$ cat src/rtl/sarc_pkg.sv
package sarc_pkg;
    localparam int ADC_W  = 8;
    localparam int CH_W   = 3;
    localparam int N_CH   = 1 << CH_W;
    localparam int RATE_W = 2;
    localparam int CNT_W  = 1 << RATE_W;
    localparam int STEP_W = $clog2(ADC_W);

    localparam int BIT_EOC   = 7;
    localparam int BIT_EN    = 6;
    localparam int BIT_START = 5;

    typedef struct packed {
        logic              en;
        logic              start;
        logic [RATE_W-1:0] rate;
        logic [CH_W-1:0]   chan;
    } ctl_t;

    typedef struct packed {
        logic go;
        logic clr;
        logic abort;
    } evt_t;

    function automatic logic [CNT_W-1:0] rate_limit(input logic [RATE_W-1:0] r);
        logic [CNT_W:0] n;
        n = ({{CNT_W{1'b0}}, 1'b1} << (r + 1));
        return CNT_W'(n - 1);
    endfunction
endpackage

$ cat src/rtl/sarc_regs.sv
module sarc_regs
    import sarc_pkg::*;
(
    input  logic       clk,
    input  logic       rst,
    input  logic       we,
    input  logic [7:0] wdata,
    output ctl_t       ctl,
    output evt_t       evt
);
    ctl_t ctl_q;
    ctl_t ctl_n;

    assign ctl_n = ctl_t'(wdata[BIT_EN:0]);

    always_ff @(posedge clk) begin
        if (rst)
            ctl_q <= '0;
        else if (we)
            ctl_q <= ctl_n;
    end

    always_comb begin
        evt.clr   = we && ctl_n.en && ctl_n.start && !ctl_q.start;
        evt.go    = we && ctl_n.en && !ctl_n.start && ctl_q.start;
        evt.abort = we && ctl_q.en && !ctl_n.en;
    end

    assign ctl = ctl_q;
endmodule

$ cat src/rtl/sarc_clkdiv.sv
module sarc_clkdiv
    import sarc_pkg::*;
(
    input  logic              clk,
    input  logic              rst,
    input  logic              load,
    input  logic [RATE_W-1:0] rate,
    input  logic              run,
    output logic              tick
);
    logic [RATE_W-1:0] rate_q;
    logic [CNT_W-1:0]  cnt_q;

    assign tick = run && (cnt_q == rate_limit(rate_q));

    always_ff @(posedge clk) begin
        if (rst) begin
            rate_q <= '0;
            cnt_q  <= '0;
        end else if (load) begin
            rate_q <= rate;
            cnt_q  <= '0;
        end else if (tick) begin
            cnt_q  <= '0;
        end else if (run) begin
            cnt_q  <= cnt_q + 1'b1;
        end
    end
endmodule

$ cat src/rtl/sarc_chdec.sv
module sarc_chdec
    import sarc_pkg::*;
(
    input  logic            clk,
    input  logic            rst,
    input  logic            load,
    input  logic [CH_W-1:0] chan,
    input  logic            en,
    output logic [N_CH-1:0] sel
);
    logic [CH_W-1:0] chan_q;

    always_ff @(posedge clk) begin
        if (rst)
            chan_q <= '0;
        else if (load)
            chan_q <= chan;
    end

    for (genvar i = 0; i < N_CH; i++) begin : g_sel
        assign sel[i] = en && (chan_q == CH_W'(i));
    end
endmodule

$ cat src/rtl/sarc_engine.sv
module sarc_engine
    import sarc_pkg::*;
(
    input  logic             clk,
    input  logic             rst,
    input  evt_t             evt,
    input  logic             tick,
    input  logic             cmp,
    output logic             busy,
    output logic             eoc_n,
    output logic [ADC_W-1:0] result,
    output logic [ADC_W-1:0] trial
);
    logic [STEP_W-1:0] step_q;
    logic [ADC_W-1:0]  decided;
    logic [ADC_W-1:0]  step_mask;

    assign step_mask = {{(ADC_W-1){1'b0}}, 1'b1} << step_q;
    assign decided   = cmp ? trial : (trial & ~step_mask);

    always_ff @(posedge clk) begin
        if (rst) begin
            busy   <= 1'b0;
            eoc_n  <= 1'b1;
            result <= '0;
            trial  <= '0;
            step_q <= '0;
        end else if (evt.abort) begin
            busy   <= 1'b0;
        end else if (evt.clr) begin
            busy   <= 1'b0;
            eoc_n  <= 1'b1;
            result <= '0;
        end else if (evt.go) begin
            busy   <= 1'b1;
            eoc_n  <= 1'b1;
            trial  <= {1'b1, {(ADC_W-1){1'b0}}};
            step_q <= STEP_W'(ADC_W-1);
        end else if (busy && tick) begin
            if (step_q == '0) begin
                busy   <= 1'b0;
                eoc_n  <= 1'b0;
                result <= decided;
                trial  <= decided;
            end else begin
                trial  <= decided | (step_mask >> 1);
                step_q <= step_q - 1'b1;
            end
        end
    end
endmodule

$ cat src/rtl/sar_adc_seq.sv
module sar_adc_seq
    import sarc_pkg::*;
(
    input  logic             clk,
    input  logic             rst,
    input  logic             ctl_we,
    input  logic [7:0]       ctl_wdata,
    output logic [7:0]       ctl_rdata,
    output logic [ADC_W-1:0] res_rdata,
    input  logic             cmp_in,
    output logic [ADC_W-1:0] dac_code,
    output logic [N_CH-1:0]  ch_sel
);
    ctl_t ctl;
    evt_t evt;
    logic tick;
    logic busy;
    logic eoc_n;
    logic go;

    assign go = evt.go;

    sarc_regs u_regs (
        .clk   (clk),
        .rst   (rst),
        .we    (ctl_we),
        .wdata (ctl_wdata),
        .ctl   (ctl),
        .evt   (evt)
    );

    sarc_clkdiv u_div (
        .clk  (clk),
        .rst  (rst),
        .load (evt.go),
        .rate (ctl.rate),
        .run  (busy),
        .tick (tick)
    );

    sarc_chdec u_dec (
        .clk  (clk),
        .rst  (rst),
        .load (evt.go),
        .chan (ctl.chan),
        .en   (ctl.en),
        .sel  (ch_sel)
    );

    sarc_engine u_eng (
        .clk    (clk),
        .rst    (rst),
        .evt    (evt),
        .tick   (tick),
        .cmp    (cmp_in),
        .busy   (busy),
        .eoc_n  (eoc_n),
        .result (res_rdata),
        .trial  (dac_code)
    );

    assign ctl_rdata = {eoc_n, ctl};
endmodule

$ cat config.mk
export PLATFORM = sky130hd
export DESIGN_NAME = sar_adc_seq
export DESIGN_NICKNAME = d
export VERILOG_FILES = /design/src/rtl/sarc_pkg.sv /design/src/rtl/sarc_regs.sv /design/src/rtl/sarc_clkdiv.sv /design/src/rtl/sarc_chdec.sv /design/src/rtl/sarc_engine.sv /design/src/rtl/sar_adc_seq.sv
export SDC_FILE = /design/constraint.sdc
export NUM_CORES = 1
export LEC_CHECK = 0
export BUFFER_PORTS_ARGS = -buffer_cell sky130_fd_sc_hd__buf_2
export CAP_MARGIN = 20
export CORE_ASPECT_RATIO = 2
export CORE_MARGIN = 1.5
export CORE_UTILIZATION = 50
export DETAILED_ROUTE_END_ITERATION = 16
export GPL_TIMING_DRIVEN = 0
export PLACE_DENSITY = 0.75
export SLEW_MARGIN = 25
export SYNTH_ARGS = -nofsm -noshare
export SYNTH_HDL_FRONTEND = slang
export SYNTH_SLANG_ARGS = --single-unit
$ cat constraint.sdc
create_clock -name clk -period 2.1 [get_ports clk]
set_input_delay 0.315 -clock clk [delete_from_list [all_inputs] [get_ports clk]]
set_output_delay 0.315 -clock clk [all_outputs]
set_load 0.02 [all_outputs]
Word-level counts from Yosys, hierarchy flattened
Index checks and enable logic that the tools add are counted. W data, S select, Z words.

Shift-type cells: 2. Reduce and logical (&&, ||, !) cells: 35. Add/subtract/negate cells: 4. Equal/unequal tests: 10. Multiplexer cells: 15. Bitwise logic cells: 5.

Operators by type and width (number): $mux W8 (8); $shl A1 B32 Y4 const A (1); $logic_and A1 B1 Y1 (17); $eq A3 B3 Y1 const B (4); $mux W3 (3); $and A8 B8 Y8 (1); $not A8 Y8 (1); $or A8 B7 Y8 (1); $reduce_and A4 Y1 (2); $reduce_bool A2 Y1 (4); $shl A1 B3 Y8 const A (1); $eq A3 B2 Y1 const B (2); $logic_not A3 Y1 (2); $reduce_and A3 Y1 (2); $reduce_bool A3 Y1 (2); $reduce_or A3 Y1 (2); $add A4 B1 Y4 const B (1); $eq A4 B4 Y1 (1); $mux W1 (4); $ne A2 B2 Y1 const B (2); $sub A4 B1 Y4 const B (1); $add A2 B1 Y3 const B (1); $eq A3 B1 Y1 const B (1); $logic_not A1 Y1 (3); 3 further kinds (4).

Register bits after elaboration: 37. Word-level logic and storage cells: 83. Output and inout port bits: 32. Input bits: 12.

Depth between registers and ports, before layout
Depth in word-level cells: 9. Mapped depth: 7. Depth with buffers taken out: 7.

Hierarchy
A second synthesis with hierarchy kept.

Cells, all modules: 202. Area total of the unflattened synthesis: 1908.1 um2.

By module, submodules not included: sarc_engine (area an instance 1122.3 um2, cells an instance 120, instances 1, sequential area each 420.4 um2); sarc_clkdiv (area an instance 307.8 um2, cells an instance 32, instances 1, sequential area each 120.1 um2); sarc_regs (area an instance 300.3 um2, cells an instance 27, instances 1, sequential area each 140.1 um2); sarc_chdec (area an instance 170.2 um2, cells an instance 22, instances 1, sequential area each 60.1 um2); sar_adc_seq (area an instance 7.5 um2, cells an instance 1, instances 1, sequential area each 0.0 um2).

Least setup slack after synthesis
No wires, ideal clock.

Path kind: register to register. Start point: register u_regs.ctl_q, in the netlist u_regs.ctl[5]. End point: register u_eng.step_q[0]. Cell stages (with the launch flop): 6. Period minus slack after synthesis: 1.643 ns. Path buffers: 0. Arrival: 1.557 ns. Data required time: 2.014 ns. Library setup time: 0.086 ns. Path slack: 0.457 ns. Path through: dfxtp_1 -> and3b_1 -> o21ai_2 -> o21ai_1 -> a211o_1 -> a221oi_2.

Cells in the longest elaborated chain, start to end: 4. Elaborated cells between the ends (all ways): 8. Those cells by class: eq/ne (1); mux (1); bitwise (1); reduce/logical (5).

RTL lines: start: declaration (line sarc_regs.sv:11) `ctl_t ctl_q;`; start signal: assignment (line sarc_regs.sv:20) `ctl_q <= ctl_n;`; parallel branches: the longest is 4 deep, another holds $reduce_and A4 Y1; end signal: assignment (line sarc_engine.sv:38) `step_q <= STEP_W'(ADC_W-1);`; end signal: assignment (line sarc_engine.sv:47) `step_q <= step_q - 1'b1;`; end: declaration (line sarc_engine.sv:14) `logic [STEP_W-1:0] step_q;`.

Several ways; the timed one is not identified. A chain may end at the register's enable or synchronous reset.

Worst setup path in the final report
Same ends and word-level chain as after synthesis.

==> metrics.md <==
| Metric | Value |
|---|---|
| Startpoint Class | flop |
| Filler cells | 320 |
| Core area | 3416 sq um |
| Post-CTS Resized | 0 |
| Worst Tran Pin Value | between 0.6 and 0.7 ns |
| Final Instance Area | between 2000 and 2500 sq um |
| CTS Buf Count | 5 |
| Total design power | 1557 uW |
| Crit. End Element | flop |
| Max Fclk | 561.7 MHz |
| Sequential share of the synthesized area | 41.23% |
| Yosys cell types | between 40 and 50 |
| First-pass GRT wire length | slightly below 7000 um |
| Pleak | between 0.0009 and 0.001 uW |
| Yosys reg bits | 37 |
| Initial antenna violation count | 0 |
| First-pass DRT Iterations | 4 |
| CP required | approximately 2.3 ns |
| Setup TNS | 0 ns |
| Crit path kind | flop to flop |
| N_diodes | 0 |
| Initial Util | 52.60% |
| Final hold violation count | 0 |
| Largest net degree at the start of global routing | 13 |
| Ys Warns | 0 |
| DR DRC count | 0 |
| Status | complete, no violations |
| Worst-case clock skew | 0.009441 ns |
| Max-slew violation count | 0 |
| Crit-path max cell delay | approximately 0.46 ns |
| Final #Nets | 278 |
| Final Cycle Share | 84.78% |
| Die width | 45.39 um |
| Clk slew on worst S/H paths | around 0.080 ns |
| # Post-CTS Setup Buffers | 0 |
| Clock root cell | clkbuf_8 |
| Vias in the first global route | between 1,500 and 2,000 |
| Vias/cell | around 5.5 |
| Max-cap viol count | 0 |
| Top Family by Delay on Critical Path | compound AO/OA/AOI/OAI gates |
| Antenna viol nets, final | 0 |
| Overflow after GRT | 0 |
| Vias | 1,711 |
| I/O Pins | 44 |
| Post-Syn Area per Cell | 8.475 sq um |
| Unrepaired setup endpoints after global routing | false |
| Cell chain of the critical path | and3b_1 -> o21ai_2 -> o21ai_1 -> a211o_1 -> a221oi_2 |
| Row cnt | 30 |
| Total GRT Usage | 23.18% |
| Bufs on Longest Clock Path | 2 |
| Slowest-stage cell, CP | dfxtp_1 |
| Number of DRC markers in iteration 0 | 49 |
| Placed cell areas | 2062 sq um |
| Critical path data arrival time | 2.00 ns |
| DPL Wire Length | 3188 um |
| Die ar. | 3984 sq um |
| RD Place Congestion | slightly above 0.9 |
| Crit Path Max Fanout | 9 |
| Avg WL per Cell | between 10 and 15 um |
| Clk sinks | 37 |
| Pwr/cell area | around 710 nW/um^2 |
| Die height | 87.78 um |
| CP bufs+invs | 0 |
| Area Overhead vs Synth | 22.21% |
| IO Port Bufs | 41 |
| Setup-failing EPs final | 0 |
| Clock Latency Late Sink | approximately 0.30 ns |
| HP Class | primary input to flop |
| Mapped Area | 1797 sq um |
| Layout cells sized above 1 | between 20% and 30% |
| Routed WL | 4239 um |
| Final min period | roughly 1.8 ns |
| Slew headroom | 56.67% |
| Peak VDD IR | approximately 0.7 mV |
| CTS tree | done |
| CTS Hold Buffers Added | 0 |
| Syn Nets | between 200 and 250 |
| H-tree levels | 2 |
| Mapped Cells | 212 |
-- routing by layer --
metal,GRT usage [%],part of all wire [%],up-vias
li1,-,-,845
met1,22.35,37,801
met2,43.15,56,54
met3,3.918,4.0,11
met4,12.57,2.9,0
met5,0,0,-
-- final timing paths --
kind	from	to	slack, ns	depth (start not counted)
hold reg to reg	u_eng.result[1]	u_eng.result[1]	0.46	1
setup reg to reg	u_regs.ctl[5]	u_eng.step_q[0]	0.32	5
setup / recovery	u_regs.ctl[5]	u_eng.step_q[0]	0.32	5
hold / removal	ctl_wdata[1]	u_regs.ctl[1]	0.25	3
-- worst reg2reg max path, cell delays in order (launching register included) --
cell      delay, ns
dfxtp_1        0.46
and3b_1        0.23
o21ai_2        0.15
o21ai_1        0.26
a211o_1        0.34
a221oi_2       0.26
-- metrics by stage --
stage / setup slack (ns) / hold slack [ns] / std cells / util (%)
5_1_grt: 0.1641 / 0.2629 / 309 / 64.29
4_1_cts: 0.2911 / 0.2556 / 309 / 64.29
6_report: 0.3196 / 0.2536 / 309 / 64.29
3_3_place_gp: 0.2995 / 0.4398 / 301 / 60.37
3_5_place_dp: 0.3117 / 0.4412 / 301 / 60.37
2_1_floorplan: 0.4567 / 0.4418 / 212 / -
-- final cells by class --
cell class | count | area [sq um] | share of cell area, %
Buffer | 8 | 42.54 | 1.937
Clock buffer | 5 | 68.82 | 3.134
Clock inverter | 3 | 65.06 | 2.963
Inverter | 7 | 26.28 | 1.197
Multi-Input combinational cell | 160 | 987.2 | 44.96
Sequential cell | 37 | 740.7 | 33.73
Tap cell | 48 | 60.06 | 2.735
Timing Repair Buffer | 41 | 205.2 | 9.345
-- synthesized netlist by cell type --
master	n	area share, %
a211o_1	1	0.49
a21bo_2	1	0.56
a21oi_1	19	5.3
a221oi_1	1	0.49
a221oi_2	1	0.84
a22o_1	2	0.98
a311oi_2	1	0.84
a31o_2	1	0.49
a31oi_1	2	0.70
and2_1	1	0.35
and2b_1	1	0.42
and3_1	1	0.35
and3b_1	1	0.49
buf_1	1	0.21
buf_2	1	0.28
buf_4	3	1.3
clkbuf_1	3	0.63
dfxtp_1	37	41
ha_1	6	4.2
inv_1	7	1.5
mux2i_1	7	3.9
nand2_1	24	5.0
nand2b_1	5	1.7
nand3_1	10	2.8
nand4b_2	1	0.84
nor2_1	23	4.8
nor3_1	4	1.1
nor3_2	1	0.56
nor3b_1	1	0.42
nor3b_2	1	0.70
nor4_1	1	0.35
o211ai_1	1	0.42
o21a_1	1	0.42
o21a_2	1	0.49
o21ai_0	20	5.6
o21ai_1	1	0.28
o21ai_2	2	0.98
o2bb2ai_1	8	3.9
o41ai_1	1	0.49
or2_2	1	0.35
or3_1	1	0.35
or3_4	1	0.63
xnor2_1	1	0.49
xor2_1	4	1.9
-- layout by cell type (no fill, tap or decap), types with 3 or more instances in the layout --
cell / instances
clkbuf_1: 3
nor2_1: 23
nand2b_1: 5
buf_4: 3
ha_1: 6
nand3_1: 10
o2bb2ai_1: 8
buf_2: 42
nor3_1: 4
nand2_1: 24
a21oi_1: 19
dfxtp_1: 37
inv_1: 7
xor2_1: 4
o21ai_0: 20
clkbuf_8: 5
mux2i_1: 7
-- registers in the layout, indices dropped and copies added, names as in the netlist --
signal / flops
u_eng.result: 8
u_eng.trial: 8
u_regs.ctl: 7
u_div.cnt_q: 4
u_dec.chan_q: 3
u_eng.step_q: 3
u_div.rate_q: 2
u_eng.busy: 1
u_eng.eoc_n: 1
-- logic make-up after synthesis --
logic type / Yosys count / synth area share [%]
muxes: 7 / 3.900
adders and majority gates: 6 / 4.178
DFF: 37 / 41.23
buffers and inverters: 15 / 3.830
AOI/OAI and AO/OA: 64 / 23.19
and+or+nand+nor: 78 / 21.24
xor gates and xnor gates: 5 / 2.437
-- report_power, final --
part           internal, uW  switching, uW  total (uW)
clock                   472            268         740
sequential              711           9.47         720
combinational          35.3           61.3        96.6
Note: power is estimated with default switching activity, not from simulation.
